<file path="src/rtl/dram_seq_pkg.sv">
package dram_seq_pkg;
  typedef enum logic [2:0] {
    CMD_NOP = 3'd0,
    CMD_ACT = 3'd1,
    CMD_RD  = 3'd2,
    CMD_WR  = 3'd3,
    CMD_PRE = 3'd4
  } dram_cmd_e;

  typedef enum logic [1:0] {
    ST_IDLE,
    ST_PRE_WAIT,
    ST_ACT_WAIT,
    ST_RD_WAIT
  } seq_state_e;
endpackage

</file>
<file path="src/rtl/dram_addr_map.sv">
module dram_addr_map #(
  parameter int ROW_W  = 4,
  parameter int BANK_W = 2,
  parameter int COL_W  = 3
) (
  input  logic [ROW_W+BANK_W+COL_W-1:0] addr_i,
  output logic [ROW_W-1:0]              row_o,
  output logic [BANK_W-1:0]             bank_o,
  output logic [COL_W-1:0]              col_o
);
  localparam int BANK_LO = COL_W;
  localparam int ROW_LO  = COL_W + BANK_W;

  assign col_o  = addr_i[COL_W-1:0];
  assign bank_o = addr_i[BANK_LO +: BANK_W];
  assign row_o  = addr_i[ROW_LO +: ROW_W];
endmodule

</file>
<file path="src/rtl/dram_open_rows.sv">
module dram_open_rows #(
  parameter int BANKS = 4,
  parameter int ROW_W = 4,
  localparam int BANK_W = $clog2(BANKS)
) (
  input  logic              clk_i,
  input  logic              rst_ni,
  input  logic              set_i,
  input  logic              clr_i,
  input  logic [BANK_W-1:0] upd_bank_i,
  input  logic [ROW_W-1:0]  upd_row_i,
  input  logic [BANK_W-1:0] lk_bank_i,
  output logic              lk_open_o,
  output logic [ROW_W-1:0]  lk_row_o
);
  logic [BANKS-1:0] open_vec;
  logic [ROW_W-1:0] row_vec [BANKS];

  for (genvar b = 0; b < BANKS; b++) begin : gen_bank
    logic             open_q;
    logic [ROW_W-1:0] row_q;
    logic             sel;

    assign sel = (upd_bank_i == BANK_W'(b));

    always_ff @(posedge clk_i or negedge rst_ni) begin
      if (!rst_ni) begin
        open_q <= 1'b0;
        row_q  <= '0;
      end else if (sel && set_i) begin
        open_q <= 1'b1;
        row_q  <= upd_row_i;
      end else if (sel && clr_i) begin
        open_q <= 1'b0;
      end
    end

    assign open_vec[b] = open_q;
    assign row_vec[b]  = row_q;
  end

  assign lk_open_o = open_vec[lk_bank_i];
  assign lk_row_o  = row_vec[lk_bank_i];
endmodule

</file>
<file path="src/rtl/dram_gap_timer.sv">
module dram_gap_timer #(
  parameter int CNT_W = 3
) (
  input  logic             clk_i,
  input  logic             rst_ni,
  input  logic             load_i,
  input  logic [CNT_W-1:0] val_i,
  output logic             zero_o
);
  logic [CNT_W-1:0] cnt_q;

  always_ff @(posedge clk_i or negedge rst_ni) begin
    if (!rst_ni)             cnt_q <= '0;
    else if (load_i)         cnt_q <= val_i;
    else if (cnt_q != '0)    cnt_q <= cnt_q - 1'b1;
  end

  assign zero_o = (cnt_q == '0);
endmodule

</file>
<file path="src/rtl/dram_row_seq.sv">
module dram_row_seq
  import dram_seq_pkg::*;
#(
  parameter int BANKS  = 4,
  parameter int ROW_W  = 4,
  parameter int COL_W  = 3,
  parameter int DATA_W = 16,
  parameter int T_RCD  = 3,
  parameter int T_RP   = 2,
  parameter int T_CL   = 3,
  localparam int BANK_W = $clog2(BANKS),
  localparam int ADDR_W = ROW_W + BANK_W + COL_W,
  localparam int MUXA_W = (ROW_W > COL_W) ? ROW_W : COL_W
) (
  input  logic              clk_i,
  input  logic              rst_ni,
  input  logic              req_valid_i,
  output logic              req_ready_o,
  input  logic              req_we_i,
  input  logic [ADDR_W-1:0] req_addr_i,
  input  logic [DATA_W-1:0] req_wdata_i,
  output logic              rsp_valid_o,
  output logic [DATA_W-1:0] rsp_rdata_o,
  output logic [2:0]        cmd_o,
  output logic [BANK_W-1:0] cmd_bank_o,
  output logic [MUXA_W-1:0] cmd_addr_o,
  output logic [DATA_W-1:0] cmd_wdata_o,
  input  logic [DATA_W-1:0] dram_rdata_i
);
  localparam int T_MAX0 = (T_RCD > T_RP) ? T_RCD : T_RP;
  localparam int T_MAX  = (T_MAX0 > T_CL) ? T_MAX0 : T_CL;
  localparam int CNT_W  = $clog2(T_MAX + 1);

  seq_state_e state_q, state_d;

  logic [ROW_W-1:0]  in_row,  lat_row,  cur_row;
  logic [BANK_W-1:0] in_bank, lat_bank, cur_bank;
  logic [COL_W-1:0]  in_col,  lat_col,  cur_col;
  logic              lat_we,  cur_we;
  logic [DATA_W-1:0] lat_wdata, cur_wdata;

  logic              lk_open;
  logic [ROW_W-1:0]  lk_row;
  logic              tbl_set, tbl_clr;
  logic              tmr_load, tmr_zero;
  logic [CNT_W-1:0]  tmr_val;
  logic              take;
  logic              do_pre, do_act, do_col;

  dram_cmd_e         cmd_q, cmd_d;
  logic [BANK_W-1:0] bank_q, bank_d;
  logic [MUXA_W-1:0] addr_q, addr_d;
  logic [DATA_W-1:0] wdata_q, wdata_d;
  logic              rsp_q, rsp_d;

  dram_addr_map #(.ROW_W(ROW_W), .BANK_W(BANK_W), .COL_W(COL_W)) map_i (
    .addr_i (req_addr_i),
    .row_o  (in_row),
    .bank_o (in_bank),
    .col_o  (in_col)
  );

  dram_open_rows #(.BANKS(BANKS), .ROW_W(ROW_W)) rows_i (
    .clk_i      (clk_i),
    .rst_ni     (rst_ni),
    .set_i      (tbl_set),
    .clr_i      (tbl_clr),
    .upd_bank_i (cur_bank),
    .upd_row_i  (cur_row),
    .lk_bank_i  (in_bank),
    .lk_open_o  (lk_open),
    .lk_row_o   (lk_row)
  );

  dram_gap_timer #(.CNT_W(CNT_W)) tmr_i (
    .clk_i  (clk_i),
    .rst_ni (rst_ni),
    .load_i (tmr_load),
    .val_i  (tmr_val),
    .zero_o (tmr_zero)
  );

  // in idle the request port is the source, afterwards the latched copy
  always_comb begin
    if (state_q == ST_IDLE) begin
      cur_row = in_row; cur_bank = in_bank; cur_col = in_col;
      cur_we  = req_we_i; cur_wdata = req_wdata_i;
    end else begin
      cur_row = lat_row; cur_bank = lat_bank; cur_col = lat_col;
      cur_we  = lat_we; cur_wdata = lat_wdata;
    end
  end

  always_comb begin
    take   = 1'b0;
    do_pre = 1'b0;
    do_act = 1'b0;
    do_col = 1'b0;
    rsp_d  = 1'b0;
    unique case (state_q)
      ST_IDLE: begin
        if (req_valid_i) begin
          take = 1'b1;
          if (lk_open && (lk_row == in_row)) do_col = 1'b1;
          else if (lk_open)                  do_pre = 1'b1;
          else                               do_act = 1'b1;
        end
      end
      ST_PRE_WAIT: do_act = tmr_zero;
      ST_ACT_WAIT: do_col = tmr_zero;
      ST_RD_WAIT:  rsp_d  = tmr_zero;
      default: ;
    endcase
  end

  always_comb begin
    state_d  = state_q;
    cmd_d    = CMD_NOP;
    bank_d   = cur_bank;
    addr_d   = '0;
    wdata_d  = '0;
    tmr_load = 1'b0;
    tmr_val  = '0;
    tbl_set  = 1'b0;
    tbl_clr  = 1'b0;
    if (do_pre) begin
      cmd_d    = CMD_PRE;
      tbl_clr  = 1'b1;
      tmr_load = 1'b1;
      tmr_val  = CNT_W'(T_RP - 1);
      state_d  = ST_PRE_WAIT;
    end
    if (do_act) begin
      cmd_d    = CMD_ACT;
      addr_d   = MUXA_W'(cur_row);
      tbl_set  = 1'b1;
      tmr_load = 1'b1;
      tmr_val  = CNT_W'(T_RCD - 1);
      state_d  = ST_ACT_WAIT;
    end
    if (do_col) begin
      addr_d = MUXA_W'(cur_col);
      if (cur_we) begin
        cmd_d   = CMD_WR;
        wdata_d = cur_wdata;
        state_d = ST_IDLE;
      end else begin
        cmd_d    = CMD_RD;
        tmr_load = 1'b1;
        tmr_val  = CNT_W'(T_CL - 1);
        state_d  = ST_RD_WAIT;
      end
    end
    if (rsp_d) state_d = ST_IDLE;
  end

  always_ff @(posedge clk_i or negedge rst_ni) begin
    if (!rst_ni) begin
      state_q <= ST_IDLE;
      cmd_q   <= CMD_NOP;
      bank_q  <= '0;
      addr_q  <= '0;
      wdata_q <= '0;
      rsp_q   <= 1'b0;
    end else begin
      state_q <= state_d;
      cmd_q   <= cmd_d;
      bank_q  <= bank_d;
      addr_q  <= addr_d;
      wdata_q <= wdata_d;
      rsp_q   <= rsp_d;
    end
  end

  always_ff @(posedge clk_i or negedge rst_ni) begin
    if (!rst_ni) begin
      lat_row   <= '0;
      lat_bank  <= '0;
      lat_col   <= '0;
      lat_we    <= 1'b0;
      lat_wdata <= '0;
    end else if (take) begin
      lat_row   <= in_row;
      lat_bank  <= in_bank;
      lat_col   <= in_col;
      lat_we    <= req_we_i;
      lat_wdata <= req_wdata_i;
    end
  end

  assign req_ready_o = (state_q == ST_IDLE);
  assign rsp_valid_o = rsp_q;
  assign rsp_rdata_o = rsp_q ? dram_rdata_i : '0;
  assign cmd_o       = cmd_q;
  assign cmd_bank_o  = bank_q;
  assign cmd_addr_o  = addr_q;
  assign cmd_wdata_o = wdata_q;
endmodule

</file>
<file path="config.mk">
export PLATFORM = sky130hd
export DESIGN_NAME = dram_row_seq
export DESIGN_NICKNAME = d
export VERILOG_FILES = /design/src/rtl/dram_seq_pkg.sv /design/src/rtl/dram_addr_map.sv /design/src/rtl/dram_open_rows.sv /design/src/rtl/dram_gap_timer.sv /design/src/rtl/dram_row_seq.sv
export SDC_FILE = /design/constraint.sdc
export NUM_CORES = 1
export LEC_CHECK = 0
export BUFFER_PORTS_ARGS = -buffer_cell sky130_fd_sc_hd__buf_2
export CAP_MARGIN = 5
export CORE_ASPECT_RATIO = 1.25
export CORE_MARGIN = 2
export CORE_UTILIZATION = 25
export CTS_CLUSTER_DIAMETER = 200
export DETAILED_ROUTE_END_ITERATION = 6
export GPL_TIMING_DRIVEN = 0
export SKIP_CTS_REPAIR_TIMING = 1
export SLEW_MARGIN = 5
export SYNTH_ARGS = -nofsm -noshare
export SYNTH_HDL_FRONTEND = slang
export SYNTH_SLANG_ARGS = --single-unit
</file>
<file path="constraint.sdc">
create_clock -name clk_i -period 6.7 [get_ports clk_i]
set_input_delay 0.335 -clock clk_i [delete_from_list [all_inputs] [get_ports clk_i]]
set_output_delay 0.335 -clock clk_i [all_outputs]
set_load 0.02 [all_outputs]
</file>
# --- Yosys cells after proc, flatten, opt, wreduce, memory -nomap -nowiden ---
# Cells that the tools add are included.
word_totals:
  in_bits: 45
  elab_cells: 107
  regBits: 76
  output_inout_bits: 43
classes:
  bitwise: 1
  n_eq_ne: 7
  order_cmp: 2
  n_mux: 57
  addsub: 1
  n_reduce_logical: 19
ops:
  columns: ["op", "count"]
  rows:
  - ["16-bit two-way mux", 4]
  - ["1-bit two-way mux", 29]
  - ["2-bit two-way mux", 11]
  - ["4-bit two-way mux", 5]
  - ["3-bit two-way mux", 4]
  - ["2-bit nonzero test", 6]
  - ["1-bit logical AND", 9]
  - ["4-bit binary-select mux with 2-bit select", 1]
  - ["2-bit equality test, second input constant", 4]
  - ["2-bit zero test", 3]
  - ["2-bit by 1-bit equality test with 1-bit output, second input constant", 2]
  - ["4-bit equality test", 1]
  - ["1-bit one-hot mux with 2 select lines", 2]
  - ["4-bit nonzero test", 1]
  - ["3-bit greater-or-equal comparator, second input constant", 1]
  - ["2-bit by 3-bit < comparator with 1-bit output, second input constant", 1]
  - ["2-bit inverter with 3-bit output", 1]
  - ["1-bit binary-select mux with 2-bit select", 1]
  - ["2-bit by 1-bit subtractor with 2-bit output, second input constant", 1]

# --- Logic depth before layout (Yosys ltp) ---
# Gate-level depths: netlist of run 1.
logic_depth:
  word_depth: 14
  ltp_mapped: 9
  depth_no_buf: 7

# --- Hierarchy ---
# A second synthesis of run 1 with hierarchy kept.
unflattened:
  cells_unflattened: 292
  hier_area_um2: 3523.4
modules_own_cells:
  columns: ["mod", "area_per_inst_um2", "seq_area_each_um2", "cells_each", "n_inst"]
  rows:
  - ["dram_row_seq", 2434.8, 1351.3, 214, 1]
  - ["dram_open_rows", 907.1, 500.5, 57, 1]
  - ["dram_gap_timer", 113.9, 50.0, 12, 1]
  - ["dram_addr_map", 67.6, 0.0, 9, 1]

# --- Worst setup path after synthesis of run 1 ---
# OpenSTA, ideal clock, no wires.
synth_path:
  path_kind: "flip-flop to flip-flop"
  from: "register state_q[1]"
  to: "register rows_i.gen_bank[0].row_q[0]"
  n_path_buf: 1
  slack_ps: 4594
  path_stages_with_launch: 9
  period_less_slack_ps: 2106
  t_required_ps: 6575
  t_arrival_ps: 1981
  setup_time_ps: 125
  cell_sequence: "dfrtp_1 buf_6 inv_2 nand2_4 inv_2 mux2i_2 inv_2 nor3_4 mux2_2"
synth_between:
  elab_chain_len: 4
  word_cells_on_any_way: 8
  cone_classes: "eq/ne (1); mux (4); reduce/logical (3)"
synth_lines:
  columns: ["element", "line_no", "text"]
  rows:
  - ["from (decl)", "dram_row_seq.sv:34", "seq_state_e state_q, state_d;"]
  - ["from (signal assigned)", "dram_row_seq.sv:166", "state_q <= state_d;"]
  - ["2-bit zero test", "dram_row_seq.sv:85", "if (state_q == ST_IDLE) begin"]
  - ["2-bit two-way mux", "dram_row_seq.sv:85", null]
  - ["named net bank_d[1]", "dram_row_seq.sv:51", "logic [BANK_W-1:0] bank_q, bank_d;"]
  - ["2-bit zero test", "dram_open_rows.sv:24", "assign sel = (upd_bank_i == BANK_W'(b));"]
  - ["1-bit logical AND", "dram_open_rows.sv:30", "end else if (sel && set_i) begin"]
  - ["to (signal assigned)", "dram_open_rows.sv:32", "row_q <= upd_row_i;"]
  - ["to (decl)", "dram_open_rows.sv:21", "logic [ROW_W-1:0] row_q;"]
# The timed path passes the listed nets, and every way through them passes these cells.
# A chain may end at the register's enable or synchronous reset.

# --- Final worst setup path of run 1 ---
layout_path:
  from: "register state_q[1]"
  to: "output req_ready_o"
layout_between:
  elab_chain_len: 1
layout_lines:
  columns: ["element", "line_no", "text"]
  rows:
  - ["2-bit zero test", "dram_row_seq.sv:191", "assign req_ready_o = (state_q == ST_IDLE);"]
  - ["to (decl)", "dram_row_seq.sv:18", "output logic req_ready_o,"]
# Every way passes these cells.

==> results.cfg, run 1 <==
[run_status]
status = finished, final reports clean

[power]
cellLeakagePower_nw = 2.18
power_per_cell_area_mw_per_mm2 = 445
p_total_mw = 2.00
vdd_drop_max_v = 0.000141

[timing]
finalMaxSlewViolations = 0
fmax_mhz = 371
fin_crit_sh_pct = 40.2
fin_tns_setup_ns = 0
hold_viol_final = 0
worst_slew_pin_slew_ns = 0.655
finClkSkew_ns = 0.00599
fin_crit_ns = 2.70
relSlewSlack_pct = 55.7
rsz0062_at_grt = no
setup_viol_count_final = 0

[synth]
synth_ff_type = dfrtp_1
syn-num-nets = 318
synth_cell_type_count = 45
ys_async_sr_fraction_pct = 100
synth_edf_count = 0
syn_area_mm2 = 0.00351
synthesis.instances = 272
synth.ff_latch_count = 76
yosysSeqAreaShare_pct = 54.1
syn_area_per_cell_um2 = 12.9
yosys_warnings = 0

[global_route]
grt_overflow = 0
grt_pass1_vias = 2507
grtUsageTotal_pct = 11.0
grt_pass1_wl_um = 12300
grt_max_degree = 56
antenna_found_initial = 1

[clock_network]
clockRootBuffer = clkbuf_16
cts_tree = built
cts.sinks = 76
clkLatencyLatePin_ns = 0.33
cts_inserted_buffers = 9
h-tree-depth = 3
cts_buffer_depth = 2
clk_pin_slew_ns = 0.06

[final_layout]
nNetsFinal = 417
layout_commonest_cell = buf_2
drive_above_1_share_pct = 48.3
num_antenna_cells = 0
final_cell_mix = buf_2 (85), dfrtp_1 (76), mux2_2 (43)
syn_to_final_growth_pct = 28.2

[die]
chipHeight_um = 137
pin_count = 88
start_util_pct = 25.6
die_w_um = 110
fp-row-count = 48
dieArea_mm2 = 0.0150
core-area_mm2 = 0.0138

[detailed_routing]
drt-total-wl_um = 7780
drt_iter0_markers = 91
vias = 2444
wl_per_cell_um = 14.2
viasPerCell = 4.44
drc_errors = 0
dr.pass1.iters = 5
ant_nets = 0

[worst_setup_path]
worstPathArrival_ns = 2.36
end_kind = primary output
critPathKind = reg -> out
cp_max_fo = 10
cp.required_ns = 6.36
critPathLaunchType = flip-flop

[placed_design]
gp_congestion = 0.741
place_hpwl_um = 5780
port_buffers = 86

[worst_hold_path]
worstHoldPathType = in -> reg

[run]
maxCapViolCount = 0
## metal layers
metal	track usage [%]	part of all wire, %
met1	11.8	38
met2	19.4	52
met3	4.05	8.7
met4	4.01	1.4
met5	0	0.17
## Yosys cell counts (5+ instances only)
| library cell | instances | share of area [%] |
|---|---|---|
| a21oi_1 | 7 | 1.0 |
| a21oi_2 | 10 | 2.5 |
| and2_1 | 16 | 2.8 |
| clkbuf_1 | 6 | 0.64 |
| dfrtp_1 | 76 | 54 |
| inv_1 | 7 | 0.75 |
| mux2_2 | 43 | 14 |
| nand2_1 | 39 | 4.2 |
| nand3_1 | 5 | 0.71 |
## flip-flops by register name, summed over array words and instances (netlist names), 3 cells and up
name / count
lat_wdata: 16
lat_row: 4
cmd_o: 3
cmd_wdata_o: 16
cmd_addr_o: 4
lat_col: 3
rows_i.gen_bank.row_q: 16
rows_i.gen_bank.open_q: 4
## critical path, stage by stage (launching register included)
cell,delay (ns)
dfrtp_1,0.37
buf_6,0.14
inv_2,0.11
nand2_4,0.11
inv_2,0.16
buf_1,0.42
clkbuf_1,0.45
buf_2,0.26
## power breakdown
group	internal (mW)	switching [mW]
Combinational	0.357	0.438
Clock	0.306	0.179
Sequential	0.642	0.0830
Total	1.30	0.700
## through the flow
stage / hold WS (ns) / utilization (%) / setup WS (ns) / area [um^2] / instances
floorplan: 0.0394 / - / 4.59 / 3510 / 272
global placement: 0.457 / 30.3 / 4.27 / 4160 / 533
detailed placement: 0.253 / 30.5 / 4.27 / 4190 / 534
CTS: -0.107 / 32.7 / 3.93 / 4500 / 549
global route: 0.230 / 32.8 / 3.81 / 4510 / 550
finish: 0.245 / 32.8 / 4.00 / 4510 / 550
## area by class of cell
| class | count | area, um^2 |
|---|---|---|
| Clock buffer | 11 | 253 |
| Inverter | 10 | 37.5 |
| Multi-Input combinational cell | 173 | 1480 |
| Clock inverter | 4 | 48.8 |
| Buffer | 13 | 98.8 |
| Fill cell | 1378 | 9250 |
| Timing Repair Buffer | 88 | 470 |
| Sequential cell | 76 | 1900 |
| Tap cell | 175 | 219 |
## worst paths after layout
check / start / end / slack (ns) / cells after the start
min in group asynchronous: rst_ni / cmd_bank_o[0]$_DFF_PN0_ / 0.44 / 2
setup / recovery: state_q[1]$_DFFE_PN0P_ / req_ready_o / 4.00 / 7
hold / removal: req_wdata_i[1] / cmd_wdata_o[1]$_DFF_PN0_ / 0.25 / 3
setup reg to reg: state_q[1]$_DFFE_PN0P_ / rows_i.gen_bank[1].row_q[2]$_DFFE_PN0P_ / 4.28 / 8
max in group asynchronous: rst_ni / cmd_wdata_o[5]$_DFF_PN0_ / 5.69 / 3
hold reg to reg: rows_i.gen_bank[2].open_q$_DFFE_PN0P_ / rows_i.gen_bank[2].open_q$_DFFE_PN0P_ / 0.48 / 1
## kinds of logic after synthesis
family                   after synthesis  share of synthesized area, %
adder cells (fa/ha/maj)                1                         0.356
buffers and inverters                 23                          3.88
flip-flops                            76                          54.1
AO/OA/AOI/OAI                         36                          7.62
multiplexers                          56                          20.2
XOR/XNOR                               5                          2.10
AND/OR/NAND/NOR                       75                          11.7
Note: power is estimated with default switching activity, not from simulation.
==> run 2, diff against run 1 <==
==> constraint.sdc (replaced) <==
create_clock -name clk_i -period 2.54 [get_ports clk_i]
set_input_delay 0.127 -clock clk_i [delete_from_list [all_inputs] [get_ports clk_i]]
set_output_delay 0.127 -clock clk_i [all_outputs]
set_load 0.02 [all_outputs]
==> run 2 against run 1 <==
Sequential share of layout area decreased by 0.094 points. Core utilization increased by 0.073 points. Count of clock-buffer cells in the layout unchanged. Worst hold slack got worse by 0.21 ns.
==> results.cfg, run 2 (same netlist as run 1, synthesis figures left out) <==
[power]
vdd_drop_max_v = 0.000372
power_per_cell_area_mw_per_mm2 = 1170
cellLeakagePower_nw = 2.18

[timing]
fmax_mhz = 424
relSlewSlack_pct = 56.2
worst_slew_pin_slew_ns = 0.648
setup_viol_count_final = 0
finClkSkew_ns = 0.00672
hold_viol_final = 0
finalMaxSlewViolations = 0
rsz0062_at_grt = no
hold-worst-slack_ns = 0.0375
fin_crit_ns = 2.36
fin_crit_sh_pct = 92.9

[detailed_routing]
vias = 2446
dr.pass1.iters = 5
drt_iter0_markers = 84
ant_nets = 0
drc_errors = 0
wl_per_cell_um = 14.1
viasPerCell = 4.45
drt-total-wl_um = 7760

[clock_network]
cts.sinks = 76
clockRootBuffer = clkbuf_16
cts_inserted_buffers = 9
cts_buffer_depth = 2
h-tree-depth = 3
cts_tree = built
clkLatencyLatePin_ns = 0.33
clk_pin_slew_ns = 0.06

[worst_setup_path]
worstPathArrival_ns = 2.57
critPathKind = reg -> reg
cp_max_fo = 9
ff2ff_path_depth = 8
r2r_slack_ns = 0.18
cp.required_ns = 2.75
rr_startpoint = state_q[1]$_DFFE_PN0P_
critPathLaunchType = flip-flop
startpoint = state_q[1]$_DFFE_PN0P_
end_kind = flip-flop
worstSetupEndpoint = rows_i.gen_bank[0].row_q[2]$_DFFE_PN0P_
reg2reg_to = rows_i.gen_bank[0].row_q[2]$_DFFE_PN0P_

[final_layout]
syn_to_final_growth_pct = 28.5
stdcell_count = 550
nNetsFinal = 417
num_antenna_cells = 0
drive_above_1_share_pct = 48.5
layout_commonest_cell = buf_2
final_cell_mix = buf_2 (85), dfrtp_1 (76), mux2_2 (43)
nFillCells = 1377
postLayoutCellArea_mm2 = 0.00452

[global_route]
grtUsageTotal_pct = 11.0
grt_overflow = 0
grt_max_degree = 56
grt_pass1_vias = 2507
grt_pass1_wl_um = 12300
antenna_found_initial = 1

[die]
chipHeight_um = 137
die_w_um = 110
dieArea_mm2 = 0.0150
pin_count = 88
start_util_pct = 25.6
fp-row-count = 48
core-area_mm2 = 0.0138

[placed_design]
port_buffers = 86
gp_congestion = 0.741
post-place-cells = 534
placed_area_mm2 = 0.00419
place_hpwl_um = 5780

[run_status]
status = finished, final reports clean

[run]
maxCapViolCount = 0

[worst_hold_path]
hold_path_depth = 3
worstHoldPathType = in -> reg
run 2: cell counts in the layout (fill, tap and decap cells not counted):
No cell type changed its count.
run 2: layout make-up:
class | instances | area [um^2] | share of cell area, %
flip-flops and latches | 76 | 1900 | 42.1
multi-input cells | 173 | 1490 | 32.9
repair buffers | 88 | 470 | 10.4
clock buffers | 11 | 253 | 5.60
well taps | 175 | 219 | 4.85
plain buffers | 13 | 100 | 2.22
clock inverters | 4 | 48.8 | 1.08
inverters | 10 | 37.5 | 0.831
run 2: routing by layer:
layer,GRT usage [%],vias up,part of all wire (%),wire (um)
li1,-,1149,-,-
met1,11.8,1206,38,2920
met2,19.4,80,52,4040
met3,4.05,9,8.8,680
met4,4.01,2,1.4,109
met5,0,-,0.17,13
run 2: stage by stage:
stage               worst slack [ns]  total power, mW  setup TNS [ns]  utilization [%]
global route                 0.00942             5.69               0             32.8
finish                         0.181             5.30               0             32.8
floorplan                      0.434             3.51               0                -
detailed placement             0.111             4.07               0             30.5
CTS                          -0.0185             5.38         -0.0185             32.7
global placement               0.134             3.99               0             30.3
run 2: power by group:
group	total [mW]	internal (mW)	switching, mW
logic	2.11	0.952	1.15
clock network	1.28	0.806	0.471
registers	1.92	1.69	0.222
run 2: worst min path at each step:
| stage | start | endpoint | slack [ns] |
|---|---|---|---|
| floorplan | rst_ni | cmd_addr_o[0]$_DFF_PN0_ | -0.17 |
| global placement | req_wdata_i[2] | cmd_wdata_o[2]$_DFF_PN0_ | 0.37 |
| detailed placement | rst_ni | cmd_bank_o[0]$_DFF_PN0_ | 0.04 |
| CTS | rst_ni | cmd_bank_o[0]$_DFF_PN0_ | -0.31 |
| global route | req_wdata_i[1] | cmd_wdata_o[1]$_DFF_PN0_ | 0.02 |
| finish | req_wdata_i[1] | cmd_wdata_o[1]$_DFF_PN0_ | 0.04 |
run 2: worst max-delay path, cell delays in order, from the launching register on:
cell and delay, ns:
dfrtp_1 0.37, buf_6 0.14, inv_2 0.11, nand2_4 0.11, inv_2 0.18, mux2i_4 0.37, inv_1 0.22, nor3_4 0.37
mux2_2 0.38
==> run 3, diff against run 2 <==
--- a/config.mk
+++ b/config.mk
@@ -9,7 +9,7 @@
 export CAP_MARGIN = 5
 export CORE_ASPECT_RATIO = 1.25
 export CORE_MARGIN = 2
-export CORE_UTILIZATION = 25
+export CORE_UTILIZATION = 40
 export CTS_CLUSTER_DIAMETER = 200
 export DETAILED_ROUTE_END_ITERATION = 6
 export GPL_TIMING_DRIVEN = 0
==> run 3 against run 2 <==
Count of clock-buffer cells in the layout is 4 higher. Sequential share of layout area is 1.7 points higher. Register-to-register slack about the same. Sequential cell count did not move. Total power decreased by 6.8%. Routed wire length fell by 5.2%. Maximum frequency hardly changed. Sequential power barely moved. Setup slack improved by 0.0019 ns. First-iteration DRC count decreased by 25%. Critical endpoint is now rows_i.gen_bank[2].row_q[2]$_DFFE_PN0P_.
==> results.cfg, run 3 (same netlist as run 1, synthesis figures left out) <==
[worst_hold_path]
worstHoldPathType = in -> reg

[placed_design]
place_ws_ns = 0.154
placed_area_mm2 = 0.00413
place_hpwl_um = 5470
port_buffers = 86
gp_congestion = 0.762

[worst_setup_path]
critPathMaxStageDelay_ns = 0.38
critPathTopFamily = multiplexers
critPathLaunchType = flip-flop
crit_top_cell = inv_2
cp.required_ns = 2.78
worstPathArrival_ns = 2.60
worstPathCellList = buf_6, inv_2, nand2_4, inv_2, mux2i_4, inv_1, nor3_4, mux2_2
slowest_stage = nor3_4
end_kind = flip-flop
critical_path_buf_inv_count = 4
critPathKind = reg -> reg
cp_max_fo = 9

[final_layout]
nNetsFinal = 417
postLayoutCellArea_mm2 = 0.00434
seq_area_mm2 = 0.00190
num_antenna_cells = 0
nFillCells = 763
syn_to_final_growth_pct = 23.5
post-route-util_pct = 50.5
layout_commonest_cell = buf_2
final_cell_mix = buf_2 (85), dfrtp_1 (76), mux2_2 (43)
multi_input_area_mm2 = 0.00149
drive_above_1_share_pct = 47.6

[global_route]
grt_pass1_wl_um = 11900
antenna_found_initial = 0
grtUsageTotal_pct = 16.7
grt_max_degree = 44
grt_overflow = 0
grt_pass1_vias = 2484

[timing]
fmax_mhz = 424
finClkSkew_ns = 0.0110
fin_ws_ns = 0.183
setup_viol_count_final = 0
fin_crit_ns = 2.36
rsz0062_at_grt = no
finalMaxSlewViolations = 0
fin_tns_setup_ns = 0
relSlewSlack_pct = 57.6
worst_slew_pin_slew_ns = 0.628
hold_viol_final = 0
fin_crit_sh_pct = 92.8

[die]
start_util_pct = 40.8
core-area_mm2 = 0.00861
chipHeight_um = 109
die_w_um = 87.8
pin_count = 88
dieArea_mm2 = 0.00956
fp-row-count = 38

[clock_network]
h-tree-depth = 3
clkLatencyLatePin_ns = 0.35
cts_inserted_buffers = 9
clockRootBuffer = clkbuf_8
clk_pin_slew_ns = 0.08
cts.sinks = 76
cts_buffer_depth = 2
cts_tree = built

[detailed_routing]
viasPerCell = 4.90
drt-total-wl_um = 7360
ant_nets = 0
drc_errors = 0
vias = 2432
wl_per_cell_um = 14.8
drt_iter0_markers = 63
dr.pass1.iters = 4

[power]
pwr-share-seq_pct = 38.7
vdd_drop_max_v = 0.000437
p_int_mw = 3.15
p_comb_share_pct = 42.6
power_per_cell_area_mw_per_mm2 = 1140
pwr-share-clk_pct = 18.7
p_switching_mw = 1.79
sw_frac_of_total_pct = 36.2
cellLeakagePower_nw = 2.13

[run_status]
status = finished, final reports clean

[run]
maxCapViolCount = 0
==> run 3: changes by cell type in the layout (fill, tap and decap cells not counted) <==
cell / delta
buf_1: -1
clkbuf_1: +5
clkbuf_16: -9
clkbuf_8: +9
clkinv_2: -2
clkinv_4: -1
==> run 3: per-layer routing <==
metal / GRT usage [%] / vias up / share of wire, %
met4: 7.58 / 0 / 2.1
li1: - / 1148 / -
met2: 29.6 / 75 / 52
met3: 4.01 / 11 / 5.3
met1: 18.8 / 1198 / 41
met5: 0 / - / 0
==> run 3: per-stage QoR <==
stage          total power, mW  hold WS (ns)  cells
2_1_floorplan             3.51        -0.169    272
3_3_place_gp              3.97         0.371    478
3_5_place_dp              4.06         0.115    479
4_1_cts                   4.99        -0.270    495
5_1_grt                   5.31       0.00476    496
6_report                  4.94        0.0161    496
==> run 3: final timing paths <==
path | startpoint | endpoint | slack (ns) | cells past startpoint
worst max-delay path | state_q[1]$_DFFE_PN0P_ | rows_i.gen_bank[2].row_q[2]$_DFFE_PN0P_ | 0.18 | 8
worst min-delay path | req_wdata_i[12] | cmd_wdata_o[12]$_DFF_PN0_ | 0.02 | 3
worst max register to register | state_q[1]$_DFFE_PN0P_ | rows_i.gen_bank[2].row_q[2]$_DFFE_PN0P_ | 0.18 | 8
worst min register to register | rows_i.gen_bank[2].row_q[0]$_DFFE_PN0P_ | rows_i.gen_bank[2].row_q[0]$_DFFE_PN0P_ | 0.49 | 1
max in group asynchronous | rst_ni | cmd_wdata_o[1]$_DFF_PN0_ | 1.72 | 3
min in group asynchronous | rst_ni | rows_i.gen_bank[1].row_q[3]$_DFFE_PN0P_ | 0.27 | 2
==> run 3: final cells by class <==
cell class | instances | share of cell area, %
plain buffers | 13 | 2.31
clock buffers | 15 | 3.83
clock inverters | 1 | 0.692
inverters | 10 | 0.865
multi-input cells | 173 | 34.2
flip-flops and latches | 76 | 43.8
well taps | 120 | 3.46
repair buffers | 88 | 10.8
==> run 3: worst min-delay path: cells and delay by family <==
family | cells | cell delay [ns]
buffers and inverters | 1 | 0.10
AO/OA/AOI/OAI | 1 | 0.04
AND/OR/NAND/NOR | 1 | 0.06
==> run 3: power by group through the flow <==
stage | Sequential (mW) | Combinational [mW] | Clock, mW
detailed placement | 1.94 | 2.12 | 0
finish | 1.91 | 2.11 | 0.926
global placement | 1.91 | 2.06 | 0
floorplan | 1.98 | 1.53 | 0
CTS | 1.91 | 2.13 | 0.946
global route | 1.97 | 2.33 | 1.01
